[src/rtl/pdh_pkg.sv]
package pdh_pkg;
  typedef enum logic [1:0] {
    ST_RUN     = 2'd0,
    ST_HOLD    = 2'd1,
    ST_RECOVER = 2'd2
  } pdh_state_e;
endpackage

[src/rtl/pdh_sync.sv]
module pdh_sync #(
  parameter int STAGES = 2
) (
  input  logic clk,
  input  logic rst_n,
  input  logic d,
  output logic q
);
  logic [STAGES-1:0] chain;

  generate
    if (STAGES == 1) begin : g_one
      always_ff @(posedge clk or negedge rst_n) begin
        if (!rst_n) chain <= '0;
        else        chain <= d;
      end
    end else begin : g_many
      always_ff @(posedge clk or negedge rst_n) begin
        if (!rst_n) chain <= '0;
        else        chain <= {chain[STAGES-2:0], d};
      end
    end
  endgenerate

  assign q = chain[STAGES-1];
endmodule

[src/rtl/pdh_ctrl.sv]
module pdh_ctrl
  import pdh_pkg::*;
#(
  parameter int RECOVER_CYCLES = 500
) (
  input  logic       clk,
  input  logic       rst_n,
  input  logic       req_eff,
  output pdh_state_e state_q,
  output logic       run_o
);
  localparam int CW = (RECOVER_CYCLES < 2) ? 1 : $clog2(RECOVER_CYCLES + 1);
  localparam logic [CW-1:0] RELOAD = CW'(RECOVER_CYCLES - 1);

  logic [CW-1:0] wait_q;

  always_ff @(posedge clk or negedge rst_n) begin
    if (!rst_n) begin
      state_q <= ST_RUN;
      wait_q  <= '0;
    end else begin
      unique case (state_q)
        ST_RUN: begin
          if (req_eff) state_q <= ST_HOLD;
        end
        ST_HOLD: begin
          if (!req_eff) begin
            state_q <= ST_RECOVER;
            wait_q  <= RELOAD;
          end
        end
        ST_RECOVER: begin
          if (req_eff) begin
            state_q <= ST_HOLD;
          end else if (wait_q == '0) begin
            state_q <= ST_RUN;
          end else begin
            wait_q <= wait_q - 1'b1;
          end
        end
        default: state_q <= ST_RUN;
      endcase
    end
  end

  assign run_o = (state_q == ST_RUN);
endmodule

[src/rtl/pdh_freeze.sv]
module pdh_freeze #(
  parameter int W = 8
) (
  input  logic         clk,
  input  logic         rst_n,
  input  logic         track,
  input  logic [W-1:0] live,
  output logic [W-1:0] seen
);
  logic [W-1:0] snap_q;

  always_ff @(posedge clk or negedge rst_n) begin
    if (!rst_n)     snap_q <= '0;
    else if (track) snap_q <= live;
  end

  assign seen = track ? live : snap_q;
endmodule

[src/rtl/pdhold_unit.sv]
module pdhold_unit
  import pdh_pkg::*;
#(
  parameter int N_IN           = 8,
  parameter int N_OUT          = 8,
  parameter int SYNC_STAGES    = 2,
  parameter int RECOVER_CYCLES = 500
) (
  input  logic             clk,
  input  logic             rst_n,
  input  logic             pd_en,
  input  logic             pd_req_a,
  input  logic             pd_req_b,
  input  logic [N_IN-1:0]  pin_in,
  input  logic [N_OUT-1:0] core_out,
  input  logic [N_OUT-1:0] core_oe,
  output logic [N_IN-1:0]  fab_in,
  output logic             fab_pd_a,
  output logic             fab_pd_b,
  output logic [N_OUT-1:0] pad_out,
  output logic [N_OUT-1:0] pad_oe
);
  localparam int PADW = 2 * N_OUT;

  logic       req_raw;
  logic       req_s;
  logic       req_eff;
  logic       run;
  pdh_state_e state_q;
  logic [PADW-1:0] pad_live;
  logic [PADW-1:0] pad_seen;

  assign req_raw = pd_req_a | pd_req_b;

  pdh_sync #(.STAGES(SYNC_STAGES)) u_sync (
    .clk  (clk),
    .rst_n(rst_n),
    .d    (req_raw),
    .q    (req_s)
  );

  assign req_eff = pd_en & req_s;

  pdh_ctrl #(.RECOVER_CYCLES(RECOVER_CYCLES)) u_ctrl (
    .clk    (clk),
    .rst_n  (rst_n),
    .req_eff(req_eff),
    .state_q(state_q),
    .run_o  (run)
  );

  pdh_freeze #(.W(N_IN)) u_in_hold (
    .clk  (clk),
    .rst_n(rst_n),
    .track(run),
    .live (pin_in),
    .seen (fab_in)
  );

  assign pad_live = {core_oe, core_out};

  pdh_freeze #(.W(PADW)) u_pad_hold (
    .clk  (clk),
    .rst_n(rst_n),
    .track(run),
    .live (pad_live),
    .seen (pad_seen)
  );

  assign pad_out  = pad_seen[N_OUT-1:0];
  assign pad_oe   = pad_seen[PADW-1:N_OUT];
  assign fab_pd_a = pd_en ? 1'b0 : pd_req_a;
  assign fab_pd_b = pd_en ? 1'b0 : pd_req_b;
endmodule

[config.mk]
export PLATFORM = sky130hd
export DESIGN_NAME = pdhold_unit
export DESIGN_NICKNAME = d
export VERILOG_FILES = /design/src/rtl/pdh_pkg.sv /design/src/rtl/pdh_sync.sv /design/src/rtl/pdh_ctrl.sv /design/src/rtl/pdh_freeze.sv /design/src/rtl/pdhold_unit.sv
export SDC_FILE = /design/constraint.sdc
export NUM_CORES = 1
export LEC_CHECK = 0
export ABC_AREA = 1
export ABC_CLOCK_PERIOD_IN_PS = 1300
export BUFFER_PORTS_ARGS = -buffer_cell sky130_fd_sc_hd__buf_2
export CORE_MARGIN = 3
export CORE_UTILIZATION = 30
export DETAILED_ROUTE_END_ITERATION = 8
export SLEW_MARGIN = 10
export SYNTH_ARGS = -nofsm -noshare
export SYNTH_HDL_FRONTEND = slang
export SYNTH_SLANG_ARGS = --single-unit
[constraint.sdc]
create_clock -name clk -period 1.3 [get_ports clk]
set_input_delay 0.195 -clock clk [delete_from_list [all_inputs] [get_ports clk]]
set_output_delay 0.195 -clock clk [all_outputs]
set_load 0.02 [all_outputs]
# Word level (Yosys, flattened, before mapping)
# Index checks and enable logic that the tools add are counted.
[totals] register_bits=37 latch_bits=0 ramBits=0 mem_bits_ro=0 in_bits=29 out_inout_bits=26 elab_cells=33 memories=0
[classes] add_sub_neg=1 n_mul=0 div_mod_pow=0 n_lt_le_gt_ge=0 eq_ne=7 n_shift=0 mux=13 n_bitwise=2 reduce_logical=5
[op_table] op="9-bit 2-to-1 mux" n=3
[op_table] op="9-bit one-hot mux with 2 select lines" n=1
[op_table] op="16-bit 2-to-1 mux" n=1
[op_table] op="9-bit zero test" n=1
[op_table] op="9-bit by 1-bit subtractor with 9-bit output, second input constant" n=1
[op_table] op="2-bit 2-to-1 mux" n=4
[op_table] op="8-bit 2-to-1 mux" n=1
[op_table] op="2-bit != test, second input constant" n=3
[op_table] op="2-bit one-hot mux with 3 select lines" n=1
[op_table] op="4-bit AND reduction" n=1
[op_table] op="3-bit by 1-bit != test with 1-bit output, second input constant" n=1
[op_table] op="3-bit AND reduction" n=1
[op_table] op="2-bit by 1-bit == test with 1-bit output, second input constant" n=1
[op_table] op="2-bit == test, second input constant" n=1
[op_table] op="2-bit zero test" n=1
[op_table] op="1-bit 2-to-1 mux" n=2
[op_table] op="2-bit by 1-bit != test with 1-bit output, second input constant" n=1
[op_table] op="2-bit nonzero test" n=1
[op_table] op="1-bit bitwise AND" n=1
[op_table] op="1-bit OR" n=1

# Logic depth before layout (Yosys ltp)
[depth] depth_word=4 ltp_mapped=9 mapped_depth_nobuf=9

# Modules after synthesis
# A second synthesis with hierarchy kept.
[hier_totals] cells_unflattened=203 hier_area_um2=1720.4
[modules_own_cells] mod="pdh_ctrl" instances=1 cells_per_inst=92 area_per_inst_um2=694.4 seq_area_each_um2=275.3
[modules_own_cells] mod="pdh_freeze at u_pad_hold" instances=1 cells_per_inst=68 area_per_inst_um2=644.4 seq_area_each_um2=400.4
[modules_own_cells] mod="pdh_freeze at u_in_hold" instances=1 cells_per_inst=34 area_per_inst_um2=305.3 seq_area_each_um2=200.2
[modules_own_cells] mod="pdh_sync" instances=1 cells_per_inst=2 area_per_inst_um2=50.0 seq_area_each_um2=50.0
[modules_own_cells] mod="pdhold_unit" instances=1 cells_per_inst=7 area_per_inst_um2=26.3 seq_area_each_um2=0.0

# Least setup slack after synthesis
# OpenSTA, ideal clock, no wires.
[synth_path] path_type="register to output" from="register u_ctrl.state_q[0]" to="output fab_in[0]" arrival_time_ns=1.263 required_time_ns=1.105 setup_slack_ns=-0.158 path_stages_with_launch=4 n_path_buf=1 path_cell_list="dfrtp_1 > nor2_2 > buf_4 > mux2_2"
[synth_between] elab_chain_len=2
[synth_rtl] element="from (decl)" line_no="pdh_ctrl.sv:9" source="output pdh_state_e state_q,"
[synth_rtl] element="from (signal assigned)" line_no="pdh_ctrl.sv:19" source="state_q <= ST_RUN;"
[synth_rtl] element="from (signal assigned)" line_no="pdh_ctrl.sv:24" source="if (req_eff) state_q <= ST_HOLD;"
[synth_rtl] element="from (signal assigned)" line_no="pdh_ctrl.sv:28" source="state_q <= ST_RECOVER;"
[synth_rtl] element="2-bit zero test" line_no="pdh_ctrl.sv:46" source="assign run_o = (state_q == ST_RUN);"
[synth_rtl] element="8-bit 2-to-1 mux"
[synth_rtl] element="to (decl)" line_no="pdhold_unit.sv:17" source="output logic [N_IN-1:0] fab_in,"
# No other way between the ends.

# Worst setup path in the final report
[layout_path] from="register u_ctrl.state_q[1]" to="output pad_out[6]"
[layout_between] elab_chain_len=2
[layout_rtl] element="2-bit zero test" line_no="pdh_ctrl.sv:46"
[layout_rtl] element="16-bit 2-to-1 mux"
[layout_rtl] element="to (decl)" line_no="pdhold_unit.sv:20" source="output logic [N_OUT-1:0] pad_out,"
# No other way between the ends.

==> impl_metrics.yaml <==
run_status:
  status: "finished, violations left"
  failed_checks: "negative setup slack"
routing:
  detailed_route_drc_error_count: 0
  avgViaCountPerCell: 4.31
  ant_nets: 0
  wl_per_cell_um: 11.7
  drt_pre_antenna_iters: 4
  num_vias: 1371
  finalWirelength_um: 3710
  dr.first_iter.drc_count: 34
yosys:
  post-synth-top-count-cell: "sky130_fd_sc_hd__dfrtp_1"
  synthArstFlopShare_pct: 100
  syn_inst: 151
  post_synthesis_compound_gate_area_fraction_pct: 1.60
  synth_seq_cells: 37
  post_synthesis_share_of_cell_area_spent_on_and_or_nand_and_nor_gates_pct: 20.0
  yosysSeqAreaShare_pct: 56.4
  synth-edff-count: 0
  synth_area_per_cell_sq_um: 10.9
  post_synth_mux_area_share_pct: 16.5
  synth_warnings: 0
  syn-cell-area_sq_um: 1640
  post_synthesis_net_count: 181
  yosys.area_share.xor_xnor_pct: 0.533
  synth_top_family_by_area: "simple AND/OR/NAND/NOR gates"
  synthDominantAreaCellType: "sky130_fd_sc_hd__dfrtp_1"
  ys_top_cells_by_count: "37 x sky130_fd_sc_hd__dfrtp_1, 31 x sky130_fd_sc_hd__nand2_1, 24 x sky130_fd_sc_hd__mux2_2"
  synth_flop_cell: "sky130_fd_sc_hd__dfrtp_1"
  post_synth_fa_ha_maj_area_fraction_pct: 0.762
  synth.area.top_cells: "sky130_fd_sc_hd__dfrtp_1 56%, sky130_fd_sc_hd__mux2_2 16%, sky130_fd_sc_hd__nand2_1 7.1%, sky130_fd_sc_hd__nand3_1 4.6%, sky130_fd_sc_hd__nor2_1 3.0%"
  netlist-cell-type-count: 22
  yosysTopAreaCellShare_pct: 56.4
timing:
  worst_slew_pin_slew_ps: 269
  slew-limit-headroom_pct: 82.0
  period_needed_ps: 1740
  max_freq_mhz: 574
  period_share_pct: 134
  setup_violations: 33
  hold_violations: 0
  final_total_negative_setup_slack_ps: -11330
  rsz0062_at_grt: "true"
  timing.final.max_slew_violations: 0
  fin_worst_skew_ps: 1.31
  finalWorstSetupSlack_ps: -442
placed_design:
  gp_congestion: 0.753
  dp.final_hpwl_um: 2730
  buffer_ports.inserted: 54
clock_network:
  cts_tree: "yes"
  cts_sinks: 37
  cts_max_path_buffers: 2
  clkTransAtPathRegs_ps: 70
  cts_buffers: 5
  worstSkewPairLatency_ps: 280
  root_buffer: "sky130_fd_sc_hd__clkbuf_8"
  cts_max_level: 2
finish:
  area_delta_synth_final_pct: 56.9
  postLayoutCoreUtil_pct: 49.5
  final_layout_size_suffix_gt1_share_pct: 55.2
  fillers: 486
  finalNetCount: 277
  insertedDiodeCount: 0
worst_setup_path:
  worstSetupStartpointType: "flop"
  setup.worst_path.class: "flop to output port"
  critical_path_arrival_ps: 1550
  required_ps: 1110
  max_stage_delay_ps: 410
  critical_path.max_fanout: 19
  end_kind: "output port"
  timing.reg2reg.setup_slack_ps: -220
  reg2reg_depth: 11
  worstPathBufferInverterCount: 2
  path_cells: "nor2_4 > buf_12 > mux2_2 > buf_2"
  critical_path.slowest_cell: "sky130_fd_sc_hd__dfrtp_1"
  timing.rr.start: "u_ctrl.state_q[1]$_DFFE_PN0P_"
  cell_class_contributing_the_biggest_share_of_worst_path_delay: "flip-flops"
  r2r-end: "u_ctrl.wait_q[5]$_DFFE_PN0P_"
global_routing:
  first_global_vias: 1417
  grt_usage_pct: 12.6
  grt_max_degree: 38
  grt_first_pass_wirelength_um: 6240
  grt_overflow: 0
  grt_antenna_before_repair: 0
pwr:
  power_switching_share_pct: 33.2
  leakage_nw: 1.31
  seq_power_share_pct: 37.0
  total_switching_power_mw: 1.34
  internal-power_mw: 2.70
  part_of_the_total_power_dissipated_in_the_clock_network_pct: 18.7
  powerDensity_nw_per_um2: 1570
  p_comb_share_pct: 44.3
  max-vdd-ir-drop_v: 0.000522
floorplan:
  start_util_pct: 31.6
  fp.dieH_um: 80
  dieWidth_um: 80
  dieArea_sq_um: 6400
  std_cell_rows: 26
  floorplan.core_area_sq_um: 5200
  num_io_pins: 55
worst_hold_path:
  hold-path-cell-count: 3
  worst_hold_path.endpoint: "u_sync.chain[0]$_DFF_PN0_"
  worst_hold_startpoint: "pd_req_a"
  holdCritPathClass: "primary input to flop"
flow_run:
  maxCapViolations: 0
-- sequential cells by signal (all words and copies together) (netlist names) --
register,cells
u_ctrl.state_q,2
u_ctrl.wait_q,9
u_in_hold.snap_q,8
u_pad_hold.snap_q,16
u_sync.chain,2
-- worst max path at each step --
stage                                  start          to  slack, ps  cells after the start
3_5_place_dp   u_ctrl.state_q[1]$_DFFE_PN0P_  pad_out[6]       -140                      4
2_1_floorplan  u_ctrl.state_q[0]$_DFFE_PN0P_   pad_oe[0]        -50                      3
5_1_grt        u_ctrl.state_q[1]$_DFFE_PN0P_   pad_oe[0]       -510                      4
3_3_place_gp   u_ctrl.state_q[1]$_DFFE_PN0P_  pad_out[4]       -120                      4
4_1_cts        u_ctrl.state_q[1]$_DFFE_PN0P_   pad_oe[7]       -460                      4
6_report       u_ctrl.state_q[1]$_DFFE_PN0P_  pad_out[6]       -440                      4
-- cell families after synthesis --
family | Yosys count
compound gates | 3
xor+xnor | 1
fa+ha+maj | 1
buf+inv | 16
flops | 37
mux | 24
simple gates | 69
-- final cells by class --
type,instances,area [sq um],area share [%]
Timing Repair Buffer,90,698,27.1
Multi-Input combinational cell,99,724,28.1
Inverter,14,57.6,2.23
Clock buffer,6,72.6,2.82
Sequential cell,37,927,36.0
Clock inverter,2,10.0,0.388
Tap cell,70,87.6,3.40
-- layer usage --
layer / routed length (um) / global-route usage, %
met3: 325 / 4.29
met5: 0 / 0
met1: 1560 / 14.4
met2: 1780 / 21.7
met4: 46 / 4.56
-- stage by stage --
stage / cells / cell area, sq um / total power [mW] / setup slack, ps / hold WS (ps)
final: 318 / 2580 / 4.04 / -442 / 101
after detailed placement: 302 / 2290 / 3.11 / -143 / 176
after CTS: 314 / 2460 / 4.00 / -459 / 92.5
after global routing: 318 / 2580 / 4.35 / -507 / 109
after floorplan: 151 / 1700 / 2.46 / -46.4 / -101
after global placement: 302 / 2290 / 3.07 / -118 / 177
-- power groups by stage --
stage	clock network (mW)	registers, mW	logic (mW)
after CTS	0.803	1.50	1.70
after global routing	0.852	1.52	1.98
after detailed placement	0	1.52	1.59
after global placement	0	1.51	1.56
after floorplan	0	1.53	0.925
final	0.755	1.49	1.79
-- cells in the final DEF (no fill, tap or decap), types with 2 or more instances in the layout --
master	netlist	final
sky130_fd_sc_hd__buf_6	0	18
sky130_fd_sc_hd__nand2_1	31	30
sky130_fd_sc_hd__nand3_1	15	15
sky130_fd_sc_hd__nand2_8	1	2
sky130_fd_sc_hd__mux2_4	0	10
sky130_fd_sc_hd__clkbuf_8	0	5
sky130_fd_sc_hd__nor2_1	13	12
sky130_fd_sc_hd__buf_12	0	4
sky130_fd_sc_hd__buf_2	0	42
sky130_fd_sc_hd__dfrtp_1	37	36
sky130_fd_sc_hd__nor2_4	1	2
sky130_fd_sc_hd__inv_1	12	12
sky130_fd_sc_hd__mux2_2	24	14
sky130_fd_sc_hd__inv_4	1	2
sky130_fd_sc_hd__clkinv_2	0	2
sky130_fd_sc_hd__nand2_2	3	4
sky130_fd_sc_hd__buf_4	2	24
-- worst min-delay path: stages --
cell and delay [ps]:
sky130_fd_sc_hd__buf_2 70, sky130_fd_sc_hd__inv_1 40, sky130_fd_sc_hd__nand2_1 40
-- repair_timing --
action | in CTS | in global routing
hold endpoints to repair | 37 | 0
buffers inserted | 2 | 4
resized for setup | 16 | 19
hold buffers | 1 | 0
gates cloned | 1 | 0
setup endpoints to repair | 32 | 40
pin swaps | 3 | 2
(Power assumes the default switching activity.)
